## src/rtl/spi_pin_pkg.sv

```systemverilog
package spi_pin_pkg;

    localparam int PIN_COUNT = 4;
    localparam int PIN_SCK   = 0;
    localparam int PIN_MOSI  = 1;
    localparam int PIN_MISO  = 2;
    localparam int PIN_SS    = 3;

    // Per-pad decision made by the router
    typedef struct packed {
        logic own;    // SPI owns the pad
        logic drive;  // SPI wants to drive it
        logic val;    // value when driving
    } pin_ctl_t;

endpackage

```

## src/rtl/spi_mode_fault.sv

```systemverilog
module spi_mode_fault #(
    parameter int SYNC_STAGES = 2
) (
    input  logic clk,
    input  logic rst_n,
    input  logic arm,
    input  logic ss_pad,
    input  logic clr,
    output logic flag
);

    localparam int SW = (SYNC_STAGES < 2) ? 2 : SYNC_STAGES;

    typedef struct packed {
        logic [SW-1:0] sync;
        logic          flag;
    } mf_state_t;

    mf_state_t st_d, st_q;
    logic      detect;

    always_comb begin
        st_d      = st_q;
        st_d.sync = {st_q.sync[SW-2:0], ss_pad};
        detect    = arm & ~st_q.sync[SW-1];
        st_d.flag = detect | (st_q.flag & ~clr);
    end

    always_ff @(posedge clk or negedge rst_n) begin
        if (!rst_n) begin
            st_q.sync <= '1;
            st_q.flag <= 1'b0;
        end else begin
            st_q <= st_d;
        end
    end

    assign flag = st_q.flag;


    fault_sticky_chk: assert property (@(posedge clk) disable iff (!rst_n)
        (flag && !clr) |=> flag);


    fault_cause_chk: assert property (@(posedge clk) disable iff (!rst_n)
        $rose(flag) |-> $past(arm));


    fault_clear_chk: assert property (@(posedge clk) disable iff (!rst_n)
        (flag && clr && !(arm && !st_q.sync[SW-1])) |=> !flag);

endmodule

```

## src/rtl/spi_pin_route.sv

```systemverilog
module spi_pin_route
    import spi_pin_pkg::*;
(
    input  logic                 en,
    input  logic                 master,
    input  logic                 one_wire,
    input  logic                 bidir_oe,
    input  logic                 fault_en,
    input  logic                 ss_out_en,
    input  logic                 sh_dout,
    input  logic                 sh_sck,
    input  logic                 busy,
    input  logic                 fault,
    input  logic [PIN_COUNT-1:0] gpio_o,
    input  logic [PIN_COUNT-1:0] gpio_oe,
    input  logic [PIN_COUNT-1:0] pin_i,
    output logic [PIN_COUNT-1:0] pin_o,
    output logic [PIN_COUNT-1:0] pin_oe,
    output logic                 sh_din,
    output logic                 sh_sck_in,
    output logic                 sh_ss_n
);

    pin_ctl_t ctl [PIN_COUNT];

    always_comb begin
        for (int i = 0; i < PIN_COUNT; i++) ctl[i] = '0;
        sh_din    = 1'b0;
        sh_sck_in = 1'b0;
        sh_ss_n   = 1'b1;
        if (en) begin
            ctl[PIN_SCK] = '{own: 1'b1, drive: master, val: sh_sck};
            sh_sck_in    = master ? sh_sck : pin_i[PIN_SCK];
            if (!one_wire) begin
                ctl[PIN_MOSI] = '{own: 1'b1, drive: master,  val: sh_dout};
                ctl[PIN_MISO] = '{own: 1'b1, drive: ~master, val: sh_dout};
                sh_din        = master ? pin_i[PIN_MISO] : pin_i[PIN_MOSI];
            end else if (master) begin
                ctl[PIN_MOSI] = '{own: 1'b1, drive: bidir_oe, val: sh_dout};
                sh_din        = pin_i[PIN_MOSI];
            end else begin
                ctl[PIN_MISO] = '{own: 1'b1, drive: bidir_oe, val: sh_dout};
                sh_din        = pin_i[PIN_MISO];
            end
            if (!master) begin
                ctl[PIN_SS] = '{own: 1'b1, drive: 1'b0, val: 1'b1};
                sh_ss_n     = pin_i[PIN_SS];
            end else if (fault_en) begin
                ctl[PIN_SS] = '{own: 1'b1, drive: ss_out_en, val: ~busy};
            end
        end
    end

    for (genvar g = 0; g < PIN_COUNT; g++) begin : g_pad
        assign pin_o[g]  = ctl[g].own ? ctl[g].val : gpio_o[g];
        assign pin_oe[g] = ctl[g].own ? (ctl[g].drive & ~fault) : gpio_oe[g];
    end

endmodule

```

## src/rtl/spi_pin_mux.sv

```systemverilog
module spi_pin_mux
    import spi_pin_pkg::*;
#(
    parameter int SYNC_STAGES = 2
) (
    input  logic       clk,
    input  logic       rst_n,
    input  logic       en,
    input  logic       master,
    input  logic       one_wire,
    input  logic       bidir_oe,
    input  logic       fault_en,
    input  logic       ss_out_en,
    input  logic       sh_dout,
    input  logic       sh_sck,
    input  logic       busy,
    input  logic       fault_clr,
    input  logic [3:0] gpio_o,
    input  logic [3:0] gpio_oe,
    input  logic [3:0] pin_i,
    output logic [3:0] pin_o,
    output logic [3:0] pin_oe,
    output logic       sh_din,
    output logic       sh_sck_in,
    output logic       sh_ss_n,
    output logic       fault
);

    logic fault_arm;
    assign fault_arm = en & master & fault_en & ~ss_out_en;

    spi_mode_fault #(.SYNC_STAGES(SYNC_STAGES)) u_fault (
        .clk    (clk),
        .rst_n  (rst_n),
        .arm    (fault_arm),
        .ss_pad (pin_i[PIN_SS]),
        .clr    (fault_clr),
        .flag   (fault)
    );

    spi_pin_route u_route (
        .en        (en),
        .master    (master),
        .one_wire  (one_wire),
        .bidir_oe  (bidir_oe),
        .fault_en  (fault_en),
        .ss_out_en (ss_out_en),
        .sh_dout   (sh_dout),
        .sh_sck    (sh_sck),
        .busy      (busy),
        .fault     (fault),
        .gpio_o    (gpio_o),
        .gpio_oe   (gpio_oe),
        .pin_i     (pin_i),
        .pin_o     (pin_o),
        .pin_oe    (pin_oe),
        .sh_din    (sh_din),
        .sh_sck_in (sh_sck_in),
        .sh_ss_n   (sh_ss_n)
    );


    release_chk: assert property (@(posedge clk) disable iff (!rst_n)
        !en |-> (pin_oe == gpio_oe && pin_o == gpio_o && sh_ss_n));


    fault_gag_chk: assert property (@(posedge clk) disable iff (!rst_n)
        (en && fault) |-> !pin_oe[PIN_SCK]);


    ss_out_chk: assert property (@(posedge clk) disable iff (!rst_n)
        (en && master && fault_en && ss_out_en && !fault)
            |-> (pin_oe[PIN_SS] && pin_o[PIN_SS] == !busy));

endmodule

```

## config.mk

```make
export PLATFORM = sky130hd
export DESIGN_NAME = spi_pin_mux
export DESIGN_NICKNAME = d
export VERILOG_FILES = /design/src/rtl/spi_pin_pkg.sv /design/src/rtl/spi_mode_fault.sv /design/src/rtl/spi_pin_route.sv /design/src/rtl/spi_pin_mux.sv
export SDC_FILE = /design/constraint.sdc
export NUM_CORES = 1
export LEC_CHECK = 0
export ABC_AREA = 1
export BUFFER_PORTS_ARGS = -buffer_cell sky130_fd_sc_hd__buf_2
export CORE_AREA = 2 2 39 41
export CTS_BUF_LIST = sky130_fd_sc_hd__clkbuf_2 sky130_fd_sc_hd__clkbuf_4 sky130_fd_sc_hd__clkbuf_8
export DETAILED_ROUTE_END_ITERATION = 16
export DIE_AREA = 0 0 41 43
export GPL_ROUTABILITY_DRIVEN = 1
export PLACE_DENSITY = 0.64
export SETUP_SLACK_MARGIN = 0.15
export SYNTH_ARGS = -nofsm -noshare
export SYNTH_HDL_FRONTEND = slang
export SYNTH_HIERARCHICAL = 1
export SYNTH_SLANG_ARGS = --single-unit
```

## constraint.sdc

```tcl
create_clock -name clk -period 0.9 [get_ports clk]
set_clock_uncertainty 0.05 [all_clocks]
set_input_delay 0.09 -clock clk [delete_from_list [all_inputs] [get_ports clk]]
set_output_delay 0.09 -clock clk [all_outputs]
set_load 0.02 [all_outputs]
```

==> impl_metrics.env, run 1 <==
export IMPL_status="finished with violations"
export IMPL_failed_checks="setup timing"
export IMPL_gr_total_overflow=0
export IMPL_end_kind="output pin"
export IMPL_worstMarginPinSlew_ns=0.1460
export IMPL_wl_met3_um=89
export IMPL_slew_violations=0
export IMPL_async_flop_share_pct=100.0
export IMPL_synthesis_area_um2=321.6
export IMPL_cts_sinks=3
export IMPL_avgViaCountPerCell=4.344
export IMPL_cpPeakStageDelay_ns=0.45
export IMPL_p_leak_nw=0.4877
export IMPL_cp_top_family="flip-flops"
export IMPL_cts_max_level=1
export IMPL_final_common_cell="buf_2"
export IMPL_root_buffer="clkbuf_4"
export IMPL_slew_headroom_pct=90.23
export IMPL_drive_above_1_share_pct=70.54
export IMPL_cpMaxStageDelayCell="dfrtp_2"
export IMPL_diodes=0
export IMPL_p_sw_share_pct=33.91
export IMPL_layout_min_cycle_time_ns=1.206
export IMPL_hold_ws_ns=0.03117
export IMPL_final_cell_mix="buf_2 (20), buf_6 (15), nand2_1 (12)"
export IMPL_yosysWarnings=6
export IMPL_numCtsBuffers=3
export IMPL_track_usage_pct=15.92
export IMPL_grt_pass1_vias=518
export IMPL_hp_class="in -> reg"
export IMPL_postLayoutCellArea_um2=944.7
export IMPL_gp_congestion=0.7032
export IMPL_final_instance_count_excl_fill=128
export IMPL_ys_ff_latch=3
export IMPL_p_comb_share_pct=51.8
export IMPL_place_hpwl_um=865.6
export IMPL_synthToLayoutAreaGrowth_pct=193.8
export IMPL_top_layer="met4"
export IMPL_drc=0
export IMPL_placed_area_um2=621.8
export IMPL_antenna_found_initial=0
export IMPL_wl_per_cell_um=9.891
export IMPL_multi_input_area_um2=336.6
export IMPL_hold_violations=0
export IMPL_clock_latency_ns=0.23
export IMPL_start_util_pct=23.24
export IMPL_setup_ws_ns=-0.3058
export IMPL_pin_count=36
export IMPL_synthFlopType="dfstp_2"
export IMPL_start_kind="flip-flop"
export IMPL_cp_max_fo=4
export IMPL_rsz0062_at_grt="true"
export IMPL_synth_avg_cell_area_um2=5.544
export IMPL_synth_cell_type_count=15
export IMPL_wl_met2_um=721
export IMPL_cts_tree="built"
export IMPL_ys_seq_area_share_pct=24.12
export IMPL_grt_pass1_wl_um=1904
export IMPL_clkPwrFrac_pct=30.9
export IMPL_port_buffer_count=35
export IMPL_fmax_ghz=0.8293
export IMPL_dpl_cell_count=119
export IMPL_synth_fp_nets=82
export IMPL_crit_top_cell="buf_6"
export IMPL_clk_path_buf_depth=2
export IMPL_cp_required_ns=0.76
export IMPL_postRouteAntennaNets=0
export IMPL_path_cells="buf_6, o21ai_2, buf_6"
export IMPL_path_buf_inv=2
export IMPL_synth_edf_count=0
export IMPL_first_pass_iters=4
export IMPL_dp_slack_ns=-0.1113
export IMPL_fin_crit_sh_pct=134.0
export IMPL_std_cell_rows=14
export IMPL_m1WireLength_um=438
export IMPL_coreArea_um2=1384
export IMPL_num_vias=556
export IMPL_fp_dieW_um=41
export IMPL_maxCapViolCount=0
export IMPL_syn_inst=58
export IMPL_crit_type="reg -> out"
export IMPL_critical_path_arrival_ns=1.07
export IMPL_routed_wl_um=1266
export IMPL_irDropWorstVdd_uv=430.4
export IMPL_fin_util_pct=68.26
export IMPL_fp_dieH_um=43
export IMPL_finalSetupViolCount=6
export IMPL_seq_area_um2=78.83
export IMPL_p_int_uw=574.4
export IMPL_clkSlewWorstSetupHoldPaths_ns=0.04
export IMPL_nFillCells=111
export IMPL_drt_iter0_markers=4
export IMPL_grt_max_degree=7
export IMPL_seq_power_share_pct=17.3
export IMPL_p_sw_uw=294.7
export IMPL_die_area_um2=1763
export IMPL_nets=137
export IMPL_power_density_nw_per_um2=920.0
[tightest hold or removal path: cells and delay by family]
family	cells	cell delay, ns
simple gates	2	0.08
buf+inv	2	0.10
[stage by stage]
stage	power [mW]	setup TNS [ns]
floorplan	0.3004	-0.008769
global placement	0.4432	-0.3171
detailed placement	0.4471	-0.3699
CTS	0.8501	-1.402
global route	0.9380	-1.912
finish	0.8691	-1.552
[Yosys cell counts (2+ instances only)]
cell / n / share of area (%)
nand2_1: 19 / 22
inv_1: 10 / 12
nor2_1: 5 / 5.8
nand3_1: 4 / 6.2
o21ai_0: 4 / 6.2
o21ai_1: 3 / 4.7
dfstp_2: 2 / 16
inv_2: 2 / 2.3
nor2_2: 2 / 3.9
or2_1: 2 / 3.9
[registers in the layout, summed over array words and instances, names as in the netlist]
signal / flops
u_fault/st_d: 1
u_fault/flag: 1
u_fault/st_q: 1
[area by class of cell]
class,count,area share [%]
Tap cell,16,2.119
Clock buffer,4,3.179
Sequential cell,3,8.344
Multi-Input combinational cell,43,35.63
Inverter,12,7.152
Timing Repair Buffer,50,43.58
[worst paths after layout]
| check | start | to | slack, ns | cells past startpoint |
|---|---|---|---|---|
| max | u_fault/flag$_DFF_PN0_ | pin_oe[0] | -0.31 | 3 |
| min | fault_clr | u_fault/flag$_DFF_PN0_ | 0.03 | 4 |
| min reg2reg | u_fault/st_d[2]$_DFF_PN1_ | u_fault/st_q[2]$_DFF_PN1_ | 0.30 | 0 |
| max in group asynchronous | rst_n | u_fault/st_q[2]$_DFF_PN1_ | 0.47 | 2 |
| min in group asynchronous | rst_n | u_fault/flag$_DFF_PN0_ | 0.14 | 2 |
| max reg2reg | u_fault/flag$_DFF_PN0_ | u_fault/flag$_DFF_PN0_ | -0.06 | 4 |
[metal layers]
| metal | up-vias | track usage, % |
|---|---|---|
| met5 | - | 0 |
| li1 | 287 | - |
| met3 | 2 | 3.665 |
| met2 | 25 | 26.56 |
| met4 | 0 | 10.00 |
| met1 | 242 | 16.56 |
[kinds of logic after synthesis]
logic type | share of synthesized area, %
buffers and inverters | 14.01
flip-flops | 24.12
AO/OA/AOI/OAI | 17.90
AND/OR/NAND/NOR | 43.97
[power groups by stage]
| stage | combinational (mW) | sequential, mW | clock [mW] |
|---|---|---|---|
| finish | 0.450 | 0.151 | 0.268 |
| CTS | 0.417 | 0.150 | 0.282 |
| global route | 0.480 | 0.151 | 0.307 |
| floorplan | 0.148 | 0.152 | 0 |
| global placement | 0.292 | 0.151 | 0 |
| detailed placement | 0.295 | 0.152 | 0 |
[timing repair]
item	in CTS	in global routing
gates cloned	0	0
hold endpoints to repair	4	0
hold buffers	2	0
endpoints found under the setup margin	13	13
buffers inserted	1	2
resized for setup	55	13
pin swaps	13	10
No activity file was read; power rests on OpenSTA's default activity.
==> run 2, diff against run 1 <==
--- a/config.mk
+++ b/config.mk
@@ -13,7 +13,7 @@
 export DIE_AREA = 0 0 41 43
 export GPL_ROUTABILITY_DRIVEN = 1
 export PLACE_DENSITY = 0.64
-export SETUP_SLACK_MARGIN = 0.15
+export SETUP_SLACK_MARGIN = 0.05
 export SYNTH_ARGS = -nofsm -noshare
 export SYNTH_HDL_FRONTEND = slang
 export SYNTH_HIERARCHICAL = 1
==> run 2 against run 1 <==
The flow still finishes with violations (setup timing); via count down 5.4%; sequential power is essentially flat; non-clock buffer count fell by 5; critical path depth rose by 1; maximum frequency is 1.1% higher; die area unchanged; sequential share of layout area increased by 1.0 points; flip-flop and latch count stayed put; combinational power decreased by 12%; final cell count shrank 3.9%; final area is 11% lower; clock power rose by 1%; critical endpoint is now pin_oe[1]; largest power group unchanged; highest routed layer unchanged.
==> impl_metrics.env, run 2 (synthesis results as in run 1) <==
export IMPL_drc=0
export IMPL_clkSlewWorstSetupHoldPaths_ns=0.04
export IMPL_grt_max_degree=6
export IMPL_layout_min_cycle_time_ns=1.192
export IMPL_grt_pass1_wl_um=1656
export IMPL_irDropWorstVdd_uv=325.9
export IMPL_nets=132
export IMPL_pin_count=36
export IMPL_status="finished with violations"
export IMPL_nFillCells=130
export IMPL_cp_required_ns=0.76
export IMPL_hp_class="in -> reg"
export IMPL_grt_most_used_layer="met2"
export IMPL_std_cell_rows=14
export IMPL_cts_sinks=3
export IMPL_drive_above_1_share_pct=66.36
export IMPL_fin_crit_sh_pct=132.5
export IMPL_start_kind="flip-flop"
export IMPL_die_area_um2=1763
export IMPL_first_pass_iters=1
export IMPL_gr_total_overflow=0
export IMPL_cp_max_fo=4
export IMPL_slew_headroom_pct=87.53
export IMPL_num_vias=526
export IMPL_track_usage_pct=14.11
export IMPL_postLayoutCellArea_um2=843.3
export IMPL_final_instance_count_excl_fill=123
export IMPL_use_met2_pct=23.75
export IMPL_finalSetupViolCount=5
export IMPL_routed_wl_um=1176
export IMPL_rsz0062_at_grt="true"
export IMPL_p_leak_nw=0.4512
export IMPL_postRouteAntennaNets=0
export IMPL_coreArea_um2=1384
export IMPL_maxCapViolCount=0
export IMPL_grt_pass1_vias=451
export IMPL_fmax_ghz=0.8388
export IMPL_final_cell_mix="buf_2 (23), nand2_1 (13), buf_6 (10)"
export IMPL_diodes=0
export IMPL_drt_iter0_markers=0
export IMPL_setup_ws_ns=-0.2922
export IMPL_crit_type="reg -> out"
export IMPL_power_density_nw_per_um2=972.6
export IMPL_placed_area_um2=599.3
export IMPL_cts_tree="built"
export IMPL_fp_dieW_um=41
export IMPL_hold_violations=0
export IMPL_gp_congestion=0.7064
export IMPL_end_kind="output pin"
export IMPL_clock_latency_ns=0.24
export IMPL_met1_usage_pct=14.65
export IMPL_start_util_pct=23.24
export IMPL_final_common_cell="buf_2"
export IMPL_slew_violations=0
export IMPL_wl_per_cell_um=9.561
export IMPL_avgViaCountPerCell=4.276
export IMPL_numCtsBuffers=3
export IMPL_use_met3_pct=0.5236
export IMPL_cts_max_level=1
export IMPL_port_buffer_count=35
export IMPL_worstMarginPinSlew_ns=0.1863
export IMPL_root_buffer="clkbuf_4"
export IMPL_finalSetupTns_ns=-1.263
export IMPL_dp_slack_ns=-0.08588
export IMPL_place_hpwl_um=886.5
export IMPL_failed_checks="setup timing"
export IMPL_antenna_found_initial=0
export IMPL_dpl_cell_count=116
export IMPL_critical_path_arrival_ns=1.05
export IMPL_clk_path_buf_depth=2
export IMPL_synthToLayoutAreaGrowth_pct=162.3
export IMPL_fp_dieH_um=43
## run 2: metrics by stage
stage,power (mW),hold slack (ns),util (%)
floorplan,0.2985,-0.2556,-
global placement,0.4320,-0.1618,43.31
detailed placement,0.4345,-0.1559,43.31
CTS,0.8008,0.02902,56.96
global route,0.8784,0.04700,60.94
finish,0.8202,0.03516,60.94
## run 2: report_power, final
group,internal (mW),switching [mW],total (mW)
combinational,0.204,0.193,0.398
sequential,0.146,0.00501,0.151
clock,0.197,0.0753,0.272
total,0.546,0.274,0.820
## run 2: layout make-up
type | count | area (um^2) | area share (%)
flip-flops and latches | 3 | 78.83 | 9.347
inverters | 12 | 67.56 | 8.012
repair buffers | 45 | 360.3 | 42.73
clock buffers | 4 | 30.03 | 3.561
well taps | 16 | 20.02 | 2.374
multi-input cells | 43 | 286.5 | 33.98
## run 2: routing by layer
layer  part of all wire (%)  up-vias
li1                       -      276
met1                     34      221
met5                      0        -
met3                    7.1        4
met2                     56       25
met4                    2.3        0
## run 2: worst max-delay path, stage by stage, from the launching register on
cell     delay, ns
dfrtp_2       0.44
nor2_4        0.12
nand2_2       0.07
o21ai_4       0.06
buf_6         0.13
## run 2: worst paths after layout
| kind | from | end | slack [ns] | depth (start not counted) |
|---|---|---|---|---|
| worst min-delay path | fault_clr | u_fault/flag$_DFF_PN0_ | 0.04 | 4 |
| min in group asynchronous | rst_n | u_fault/flag$_DFF_PN0_ | 0.13 | 2 |
| worst max register to register | u_fault/flag$_DFF_PN0_ | u_fault/flag$_DFF_PN0_ | 0.04 | 3 |
| worst max-delay path | u_fault/flag$_DFF_PN0_ | pin_oe[1] | -0.29 | 4 |
| max in group asynchronous | rst_n | u_fault/st_q[2]$_DFF_PN1_ | 0.47 | 2 |
| worst min register to register | u_fault/st_d[2]$_DFF_PN1_ | u_fault/st_q[2]$_DFF_PN1_ | 0.32 | 0 |
## run 2: what timing repair did
action,CTS,global route
hold buffers,2,0
pin swaps,10,6
resized for setup,39,15
endpoints found under the hold margin,4,0
setup buffers,1,0
endpoints found under the setup margin,11,11
==> run 3, diff against run 2 <==
--- a/config.mk
+++ b/config.mk
@@ -9,10 +9,12 @@
 export BUFFER_PORTS_ARGS = -buffer_cell sky130_fd_sc_hd__buf_2
 export CORE_AREA = 2 2 39 41
 export CTS_BUF_LIST = sky130_fd_sc_hd__clkbuf_2 sky130_fd_sc_hd__clkbuf_4 sky130_fd_sc_hd__clkbuf_8
+export CTS_CLUSTER_SIZE = 10
 export DETAILED_ROUTE_END_ITERATION = 16
 export DIE_AREA = 0 0 41 43
 export GPL_ROUTABILITY_DRIVEN = 1
 export PLACE_DENSITY = 0.64
+export RECOVER_POWER = 100
 export SETUP_SLACK_MARGIN = 0.05
 export SYNTH_ARGS = -nofsm -noshare
 export SYNTH_HDL_FRONTEND = slang
==> run 3 against run 2 <==
The flow still finishes with violations (setup timing); non-clock buffer count is the same; setup slack about the same; wire length down 0.34%; total power shrank 0.54%; combinational power is 1% lower; largest power group unchanged; highest routed layer unchanged.
==> impl_metrics.env, run 3 (synthesis results as in run 1) <==
export IMPL_status="finished with violations"
export IMPL_failed_checks="setup timing"
export IMPL_finalSetupTns_ns=-1.263
export IMPL_clk_path_buf_depth=2
export IMPL_use_met2_pct=23.75
export IMPL_hold_violations=0
export IMPL_gp_congestion=0.7064
export IMPL_wl_per_cell_um=9.528
export IMPL_p_int_uw=542.7
export IMPL_critical_path_arrival_ns=1.05
export IMPL_gr_total_overflow=0
export IMPL_first_pass_iters=1
export IMPL_clkSlewWorstSetupHoldPaths_ns=0.04
export IMPL_postRouteAntennaNets=0
export IMPL_final_common_cell="buf_2"
export IMPL_fin_crit_sh_pct=132.5
export IMPL_routed_wl_um=1172
export IMPL_nets=132
export IMPL_grt_pass1_vias=451
export IMPL_place_hpwl_um=886.5
export IMPL_coreArea_um2=1384
export IMPL_fp_dieW_um=41
export IMPL_cts_tree="built"
export IMPL_setup_ws_ns=-0.2922
export IMPL_cts_max_level=1
export IMPL_fmax_ghz=0.8388
export IMPL_hp_class="in -> reg"
export IMPL_port_buffer_count=35
export IMPL_layout_min_cycle_time_ns=1.192
export IMPL_placed_area_um2=599.3
export IMPL_p_leak_nw=0.4468
export IMPL_crit_start="u_fault/flag$_DFF_PN0_"
export IMPL_totalPowerFinal_uw=815.8
export IMPL_r2r_start="u_fault/flag$_DFF_PN0_"
export IMPL_std_cell_rows=14
export IMPL_diodes=0
export IMPL_p_sw_uw=273.1
export IMPL_drive_above_1_share_pct=65.42
export IMPL_seq_power_share_pct=18.5
export IMPL_worstHoldStart="fault_clr"
export IMPL_use_met3_pct=0.5236
export IMPL_cp_max_fo=4
export IMPL_path_buf_inv=1
export IMPL_finalSetupViolCount=5
export IMPL_seq_area_um2=78.83
export IMPL_synthToLayoutAreaGrowth_pct=160.7
export IMPL_avgViaCountPerCell=4.276
export IMPL_num_vias=526
export IMPL_path_cells="nor2_4, nand2_2, o21ai_4, buf_6"
export IMPL_grt_max_degree=6
export IMPL_power_density_nw_per_um2=973.2
export IMPL_grt_pass1_wl_um=1656
export IMPL_p_comb_share_pct=48.2
export IMPL_clock_latency_ns=0.24
export IMPL_start_kind="flip-flop"
export IMPL_p_sw_share_pct=33.47
export IMPL_irDropWorstVdd_uv=325.6
export IMPL_multi_input_area_um2=286.5
export IMPL_drc=0
export IMPL_drt_iter0_markers=0
export IMPL_die_area_um2=1763
export IMPL_crit_type="reg -> out"
export IMPL_dp_slack_ns=-0.08588
export IMPL_end_kind="output pin"
export IMPL_antenna_found_initial=0
export IMPL_rsz0062_at_grt="true"
export IMPL_cp_required_ns=0.76
export IMPL_clkPwrFrac_pct=33.3
export IMPL_pin_count=36
export IMPL_track_usage_pct=14.11
export IMPL_numCtsBuffers=3
export IMPL_cts_sinks=3
export IMPL_nFillCells=129
export IMPL_final_cell_mix="buf_2 (19), nand2_1 (13), inv_1 (9), buf_6 (9), buf_4 (8)"
export IMPL_hold_ws_ns=0.03519
export IMPL_fp_dieH_um=43
export IMPL_worstMarginPinSlew_ns=0.1863
export IMPL_slew_headroom_pct=87.53
export IMPL_maxCapViolCount=0
export IMPL_cp_top_family="flip-flops"
export IMPL_grt_most_used_layer="met2"
export IMPL_postLayoutCellArea_um2=838.3
export IMPL_slew_violations=0
export IMPL_cpMaxStageDelayCell="dfrtp_2"
export IMPL_cpPeakStageDelay_ns=0.44
export IMPL_root_buffer="clkbuf_4"
export IMPL_met1_usage_pct=14.65
export IMPL_start_util_pct=23.24
## run 3: cell count changes in the layout (fill, tap and decap cells not counted)
cell	change
clkbuf_2	+3
buf_6	-1
or2_0	+1
or2_1	-1
buf_2	-4
clkbuf_1	+1
buf_4	+1
## run 3: per-stage QoR
stage               util (%)  std cells
CTS                    56.96        123
finish                 60.58        123
floorplan                  -         58
global route           60.58        123
detailed placement     43.31        116
global placement       43.31        116
## run 3: worst paths after layout
| kind | to | slack, ns | cells past startpoint |
|---|---|---|---|
| max in group asynchronous | u_fault/st_q[2]$_DFF_PN1_ | 0.42 | 2 |
| min in group asynchronous | u_fault/flag$_DFF_PN0_ | 0.14 | 2 |
| hold reg to reg | u_fault/st_q[2]$_DFF_PN1_ | 0.32 | 0 |
| setup reg to reg | u_fault/flag$_DFF_PN0_ | 0.04 | 3 |
| hold / removal | u_fault/flag$_DFF_PN0_ | 0.04 | 4 |
| setup / recovery | pin_oe[1] | -0.29 | 4 |
## run 3: repair_timing
item	CTS	global route
endpoints found under the setup margin	11	11
gates cloned	0	0
gates resized for setup	39	15
endpoints found under the hold margin	4	0
buffers inserted	1	0
hold buffers	2	0
pin swaps	10	6
## run 3: cell type report
type / count / share of cell area [%]
tap: 16 / 2.388
clock buffer: 4 / 3.582
sequential: 3 / 9.403
multi-input combinational: 43 / 34.18
timing repair buffer: 45 / 42.39
inverter: 12 / 8.060
## run 3: power by group through the flow
stage	clock, mW	combinational (mW)	sequential [mW]
after floorplan	0	0.146	0.152
after global placement	0	0.281	0.151
after detailed placement	0	0.283	0.152
after CTS	0.281	0.370	0.150
after global routing	0.298	0.425	0.152
final	0.272	0.393	0.151
## run 3: worst reg2reg max path: cells and delay by family (launching register included)
family / cells / cell delay (ns)
buf+inv: 1 / 0.15
flops: 1 / 0.44
simple gates: 2 / 0.11
## run 3: routing by layer
layer / up-vias / part of all wire [%]
met2: 25 / 57
met1: 220 / 33
li1: 277 / -
met4: 0 / 2.3
met5: - / 0
met3: 4 / 7.5
